File: src/rtl/ring_ptr_pkg.sv
// Package: shared constants for the descriptor ring pointer unit.
// Assumes a fixed descriptor size of eight bytes and two rings.
package ring_ptr_pkg;
    localparam int DESC_SHIFT = 3;   // log2 of descriptor size in bytes
    localparam int NUM_RINGS  = 2;
    localparam int CODE_W     = 4;

    typedef enum int {
        RING_TX = 0,
        RING_RX = 1
    } ring_id_e;
endpackage

File: src/rtl/ring_cfg_reg.sv
// Module: ring_cfg_reg
// Captures the start address and size code of one ring on a load pulse.
// The low descriptor-offset bits of the start address are forced to zero.
// Size codes above MAX_CODE are clamped. The module presents the index of
// the last entry. Assumes ADDR_W > DESC_SHIFT.
module ring_cfg_reg
    import ring_ptr_pkg::*;
#(
    parameter int ADDR_W   = 24,
    parameter int MAX_CODE = 9,
    localparam int IDX_W   = MAX_CODE
) (
    input  logic                clk,
    input  logic                rst_n,
    input  logic                load_i,
    input  logic [ADDR_W-1:0]   base_i,
    input  logic [CODE_W-1:0]   code_i,
    output logic [ADDR_W-1:0]   base_o,
    output logic [IDX_W-1:0]    last_idx_o
);
    logic [ADDR_W-1:0] base_q;
    logic [CODE_W-1:0] code_q;
    logic [CODE_W-1:0] code_clamped;

    // Limit the requested size code to the largest supported ring.
    always_comb begin
        if (int'(code_i) > MAX_CODE) code_clamped = CODE_W'(MAX_CODE);
        else                         code_clamped = code_i;
    end

    // Capture the aligned start address and clamped code on load.
    always_ff @(posedge clk) begin
        if (!rst_n) begin
            base_q <= '0;
            code_q <= '0;
        end else if (load_i) begin
            base_q <= {base_i[ADDR_W-1:DESC_SHIFT], {DESC_SHIFT{1'b0}}};
            code_q <= code_clamped;
        end
    end

    // Last entry index is 2^code - 1, formed as a right-shifted all-ones mask.
    always_comb begin
        last_idx_o = {IDX_W{1'b1}} >> (CODE_W'(MAX_CODE) - code_q);
    end

    assign base_o = base_q;
endmodule

File: src/rtl/ring_ptr_walker.sv
// Module: ring_ptr_walker
// Holds the entry index of one ring. A reload returns the index to 0 and
// wins over everything else. A hold blocks advances. An advance steps the
// index and wraps to 0 after the last entry.
module ring_ptr_walker #(
    parameter int IDX_W = 9
) (
    input  logic             clk,
    input  logic             rst_n,
    input  logic             reload_i,
    input  logic             hold_i,
    input  logic             adv_i,
    input  logic [IDX_W-1:0] last_idx_i,
    output logic [IDX_W-1:0] idx_o
);
    logic [IDX_W-1:0] idx_q;

    // Update the entry index by priority: reload, hold, then advance.
    always_ff @(posedge clk) begin
        if (!rst_n) begin
            idx_q <= '0;
        end else if (reload_i) begin
            idx_q <= '0;
        end else if (adv_i && !hold_i) begin
            if (idx_q == last_idx_i) idx_q <= '0;
            else                     idx_q <= idx_q + 1'b1;
        end
    end

    assign idx_o = idx_q;
endmodule

File: src/rtl/ring_addr_gen.sv
// Module: ring_addr_gen
// Combinational byte address of the current descriptor: start plus index
// times the descriptor size. Assumes ADDR_W >= IDX_W + DESC_SHIFT.
// The sum wraps modulo 2^ADDR_W.
module ring_addr_gen
    import ring_ptr_pkg::*;
#(
    parameter int ADDR_W = 24,
    parameter int IDX_W  = 9,
    localparam int PAD_W = ADDR_W - IDX_W - DESC_SHIFT
) (
    input  logic [ADDR_W-1:0] base_i,
    input  logic [IDX_W-1:0]  idx_i,
    output logic [ADDR_W-1:0] addr_o
);
    logic [ADDR_W-1:0] offset;

    // Scale the index to a byte offset and add it to the ring start.
    always_comb begin
        offset = {{PAD_W{1'b0}}, idx_i, {DESC_SHIFT{1'b0}}};
        addr_o = base_i + offset;
    end
endmodule

File: src/rtl/ring_ptr_unit.sv
// Module: ring_ptr_unit (top)
// Working pointers for a transmit ring and a receive ring of 8-byte
// descriptors. init_i captures the configuration and reloads both pointers.
// start_i reloads both pointers only. suspend_i freezes both pointers.
// Each advance input steps its own ring. The ring logic is built by a
// generate loop over NUM_RINGS.
module ring_ptr_unit
    import ring_ptr_pkg::*;
#(
    parameter int ADDR_W   = 24,
    parameter int MAX_CODE = 9
) (
    input  logic                clk,
    input  logic                rst_n,
    input  logic                init_i,
    input  logic                start_i,
    input  logic                suspend_i,
    input  logic [ADDR_W-1:0]   tx_base_i,
    input  logic [CODE_W-1:0]   tx_size_code_i,
    input  logic [ADDR_W-1:0]   rx_base_i,
    input  logic [CODE_W-1:0]   rx_size_code_i,
    input  logic                tx_adv_i,
    input  logic                rx_adv_i,
    output logic [ADDR_W-1:0]   tx_addr_o,
    output logic [ADDR_W-1:0]   rx_addr_o
);
    localparam int IDX_W = MAX_CODE;

    logic [ADDR_W-1:0] base_in  [NUM_RINGS];
    logic [CODE_W-1:0] code_in  [NUM_RINGS];
    logic              adv_in   [NUM_RINGS];
    logic [ADDR_W-1:0] cfg_base [NUM_RINGS];
    logic [IDX_W-1:0]  last_idx [NUM_RINGS];
    logic [IDX_W-1:0]  cur_idx  [NUM_RINGS];
    logic [ADDR_W-1:0] cur_addr [NUM_RINGS];
    logic              reload;

    // Gather per-ring ports into arrays indexed by ring id.
    always_comb begin
        base_in[RING_TX] = tx_base_i;
        base_in[RING_RX] = rx_base_i;
        code_in[RING_TX] = tx_size_code_i;
        code_in[RING_RX] = rx_size_code_i;
        adv_in[RING_TX]  = tx_adv_i;
        adv_in[RING_RX]  = rx_adv_i;
    end

    assign reload = init_i | start_i;

    for (genvar r = 0; r < NUM_RINGS; r++) begin : g_ring
        ring_cfg_reg #(
            .ADDR_W   (ADDR_W),
            .MAX_CODE (MAX_CODE)
        ) u_cfg (
            .clk        (clk),
            .rst_n      (rst_n),
            .load_i     (init_i),
            .base_i     (base_in[r]),
            .code_i     (code_in[r]),
            .base_o     (cfg_base[r]),
            .last_idx_o (last_idx[r])
        );

        ring_ptr_walker #(
            .IDX_W (IDX_W)
        ) u_walk (
            .clk        (clk),
            .rst_n      (rst_n),
            .reload_i   (reload),
            .hold_i     (suspend_i),
            .adv_i      (adv_in[r]),
            .last_idx_i (last_idx[r]),
            .idx_o      (cur_idx[r])
        );

        ring_addr_gen #(
            .ADDR_W (ADDR_W),
            .IDX_W  (IDX_W)
        ) u_addr (
            .base_i (cfg_base[r]),
            .idx_i  (cur_idx[r]),
            .addr_o (cur_addr[r])
        );
    end

    assign tx_addr_o = cur_addr[RING_TX];
    assign rx_addr_o = cur_addr[RING_RX];
endmodule

File: config.mk
export PLATFORM = sky130hd
export DESIGN_NAME = ring_ptr_unit
export DESIGN_NICKNAME = d
export VERILOG_FILES = /design/src/rtl/ring_ptr_pkg.sv /design/src/rtl/ring_cfg_reg.sv /design/src/rtl/ring_ptr_walker.sv /design/src/rtl/ring_addr_gen.sv /design/src/rtl/ring_ptr_unit.sv
export SDC_FILE = /design/constraint.sdc
export NUM_CORES = 1
export LEC_CHECK = 0
export ABC_AREA = 1
export BUFFER_PORTS_ARGS = -buffer_cell sky130_fd_sc_hd__buf_2
export CELL_PAD_IN_SITES_DETAIL_PLACEMENT = 1
export CELL_PAD_IN_SITES_GLOBAL_PLACEMENT = 2
export CORE_ASPECT_RATIO = 1.75
export CORE_UTILIZATION = 31
export CTS_BUF_LIST = sky130_fd_sc_hd__clkbuf_8 sky130_fd_sc_hd__clkbuf_16
export DETAILED_ROUTE_END_ITERATION = 10
export PLACE_DENSITY = 0.87
export SETUP_SLACK_MARGIN = 0.2
export SYNTH_ARGS = -nofsm -noshare
export SYNTH_HDL_FRONTEND = slang
export SYNTH_SLANG_ARGS = --single-unit
File: constraint.sdc
create_clock -name clk -period 4 [get_ports clk]
set_input_delay 0.2 -clock clk [delete_from_list [all_inputs] [get_ports clk]]
set_output_delay 0.2 -clock clk [all_outputs]
set_load 0.005 [all_outputs]
==> results.yml <==
timing:
  timing.final.max_slew_violations: 0
  final.period_utilization_pct: 69.80
  fmax_achieved_ghz: 0.3582
  grt_setup_unrepaired: "false"
  setup-tns-final_ps: 0
  setup_violations: 0
  hold_viol: 0
  relSlewSlack_pct: 46.06
  tightestPinTransition_ps: 809.2
  skew_ps: 2.754
  period_minus_slack_ps: 2792
global_routing:
  grt_usage_pct: 20.43
  global_route_wire_length_before_repair_mm: 24.63
  grt_pass1_vias: 5169
  grt_max_degree: 49
  global_route.overflow_total: 0
  number_of_antenna_violations_at_the_first_check_in_global_routing: 0
clocking:
  clk_latency_ps: 340
  cts.repair_timing.setup_buffer_count: 0
  numCtsBuffers: 9
  h_tree_depth: 3
  tritoncts: "built"
  cts_resized: 0
  cts_max_path_buffers: 2
  cts_num_sinks: 68
  post_cts_hold_fix_bufs: 0
  clk_pin_slew_worst_paths_ps: 70
  clockRootBuffer: "sky130_fd_sc_hd__clkbuf_16"
synthesis:
  most_instantiated_cells_after_synthesis: "sky130_fd_sc_hd__nand2_1, sky130_fd_sc_hd__nor2_1, sky130_fd_sc_hd__dfxtp_1"
  library_cell_with_the_highest_instance_count_after_synthesis: "sky130_fd_sc_hd__nand2_1"
  async_flop_share_pct: 0
  synth.top_cell.area_share_pct: 28.81
  synthesis.yosys.warnings: 0
  synth_top_cell_by_area: "sky130_fd_sc_hd__dfxtp_1"
  postSynth.topFlopCell: "sky130_fd_sc_hd__dfxtp_1"
  synth_sequential_area_ratio_pct: 28.81
  postSynthRegisterBits: 68
  synth_enable_flop_cells: 0
  syn_area_per_cell_um2: 6.656
  synth.top_cells.by_area: "sky130_fd_sc_hd__dfxtp_1, sky130_fd_sc_hd__nand2_1, sky130_fd_sc_hd__nor2_1, sky130_fd_sc_hd__xor2_1, sky130_fd_sc_hd__ha_1"
  synthDistinctLibCells: 42
  synthCells: 710
  netlist_area_before_placement_um2: 4726
finish:
  finish.instance_area_um2: 5689
  finalNonFillerCells: 992
  antenna-diode-count: 0
  final_net_count: 895
  post_route_cells_drive_above_1_share_pct: 17.80
  share_of_the_core_filled_with_cells_in_the_final_layout_pct: 38.15
  synthToLayoutAreaGrowth_pct: 20.39
floorplanning:
  die-height_um: 165.3
  ios: 111
  dieWidth_um: 95.34
  floorplan.die_area_um2: 15760
  area_of_the_core_um2: 14910
  effective_utilization_at_floorplan_pct: 31.69
  rows: 59
worst_setup_path:
  crit_type: "flip-flop to primary output"
  worstPathArrival_ps: 2590
  worstPathMaxFanout: 8
  crit_required_ps: 3800
  critical_path_source_type: "flip-flop"
  end_kind: "primary output"
pwr:
  power-per-cell-area_nw_per_um2: 338.7
  netSwitchingPower_uw: 549.7
  power.static_leakage_uw: 0.002757
  p_clk_share_pct: 46.0
  p_int_uw: 1377
  vdd_ir_max_mv: 0.1969
  total_power_uw: 1927
  power_switching_share_pct: 28.53
  pwr-share-seq_pct: 38.6
  comb_power_share_pct: 15.4
run:
  cap_violations: 0
placement:
  buffer_ports.inserted: 98
  placement.cell_area_um2: 5365
  place_congestion: 0.8838
  place.detailed.instances: 976
  dp_hpwl_mm: 12.03
routing:
  via_count: 4912
  detail_route.first_pass.iterations: 6
  drc: 0
  antenna_violating_nets_post_route: 0
  wl_per_cell_um: 15.47
  detailed_route_iter0_violations: 82
  wirelength_mm: 15.34
  drt-vias-per-instance: 4.952
hold_path:
  timing.hold.worst.class: "primary input to flip-flop"
run_status:
  outcome: "complete, no violations"
==> worst max-delay path, stage by stage (launching register included) <==
cell and delay (ps):
sky130_fd_sc_hd__dfxtp_1 530, sky130_fd_sc_hd__ha_1 290, sky130_fd_sc_hd__fa_1 310, sky130_fd_sc_hd__nand2_1 80
sky130_fd_sc_hd__nand2_1 70, sky130_fd_sc_hd__o21ai_0 160, sky130_fd_sc_hd__o21ai_1 260, sky130_fd_sc_hd__nand2_1 80
sky130_fd_sc_hd__o31ai_1 100, sky130_fd_sc_hd__xor2_1 220, sky130_fd_sc_hd__buf_2 140
==> final timing paths <==
| check | start | end | slack [ps] | depth (start not counted) |
|---|---|---|---|---|
| worst min register to register | g_ring[1].u_cfg.base_o[3]$_SDFFE_PN0P_ | g_ring[1].u_cfg.base_o[3]$_SDFFE_PN0P_ | 510 | 2 |
| worst min-delay path | rx_base_i[16] | g_ring[1].u_cfg.base_o[16]$_SDFFE_PN0P_ | 70 | 3 |
| worst max-delay path | g_ring[0].u_walk.idx_o[0]$_SDFFE_PP0P_ | tx_addr_o[19] | 1210 | 10 |
| worst max register to register | g_ring[0].u_cfg.code_q[1]$_SDFFE_PN0P_ | g_ring[0].u_walk.idx_o[3]$_SDFFE_PP0P_ | 1790 | 10 |
==> cells by family after synthesis <==
| family | after synthesis | synth area share, % |
|---|---|---|
| XOR/XNOR | 50 | 9.584 |
| flip-flops | 68 | 28.81 |
| adder cells (fa/ha/maj) | 28 | 7.731 |
| buffers and inverters | 92 | 7.969 |
| other | 1 | 0.07935 |
| AO/OA/AOI/OAI | 108 | 12.60 |
| AND/OR/NAND/NOR | 363 | 33.23 |
==> power groups by stage <==
stage | logic, uW | registers [uW] | clock network [uW]
after CTS | 301 | 745 | 906
final | 296 | 744 | 886
after floorplan | 192 | 749 | 0
after global placement | 289 | 758 | 0
after global routing | 339 | 749 | 931
after detailed placement | 298 | 760 | 0
==> per-layer routing <==
metal,routed length (um),part of all wire (%),vias up,GRT usage (%)
met3,385,2.5,24,3.068
met4,395,2.6,0,7.369
met5,0,0,-,0
li1,-,-,2465,-
met1,5680,37,2338,19.89
met2,8883,58,85,41.43
==> layout make-up <==
type	count	area (um2)
fill	1994	9223
multi-input combinational	555	3007
sequential	68	1361
timing repair buffer	100	505.5
inverter	70	262.8
tap	183	229.0
clock buffer	9	225.2
clock inverter	7	98.84
==> state kept, by name (all words and copies together) (netlist names) <==
| register | flops |
|---|---|
| g_ring.u_walk.idx_o | 18 |
| g_ring.u_cfg.code_q | 8 |
| g_ring.u_cfg.base_o | 42 |
==> placed cells by master (no fill, tap or decap), types with 3 or more instances in the layout <==
cell type	Yosys	routed
sky130_fd_sc_hd__a21oi_1	24	24
sky130_fd_sc_hd__o21ai_1	5	5
sky130_fd_sc_hd__ha_1	26	26
sky130_fd_sc_hd__xor2_1	40	40
sky130_fd_sc_hd__nor2_1	126	126
sky130_fd_sc_hd__clkbuf_16	0	9
sky130_fd_sc_hd__nor3_1	8	8
sky130_fd_sc_hd__nor4_1	3	3
sky130_fd_sc_hd__nor2_2	7	7
sky130_fd_sc_hd__dfxtp_1	68	68
sky130_fd_sc_hd__nand2_1	148	148
sky130_fd_sc_hd__buf_2	0	98
sky130_fd_sc_hd__o22ai_1	3	3
sky130_fd_sc_hd__nand4_1	7	7
sky130_fd_sc_hd__nand3_1	44	44
sky130_fd_sc_hd__conb_1	1	6
sky130_fd_sc_hd__nand2_2	7	7
sky130_fd_sc_hd__nand3b_1	4	4
sky130_fd_sc_hd__o21ai_0	60	60
sky130_fd_sc_hd__xnor2_1	8	8
sky130_fd_sc_hd__inv_1	67	67
==> per-stage QoR <==
step	setup slack (ps)	hold WS, ps
global route	994.9	84.51
CTS	1196	66.07
detailed placement	1581	427.4
global placement	1615	420.0
finish	1208	73.77
floorplan	2087	334.9
No activity file was read; power rests on OpenSTA's default activity.
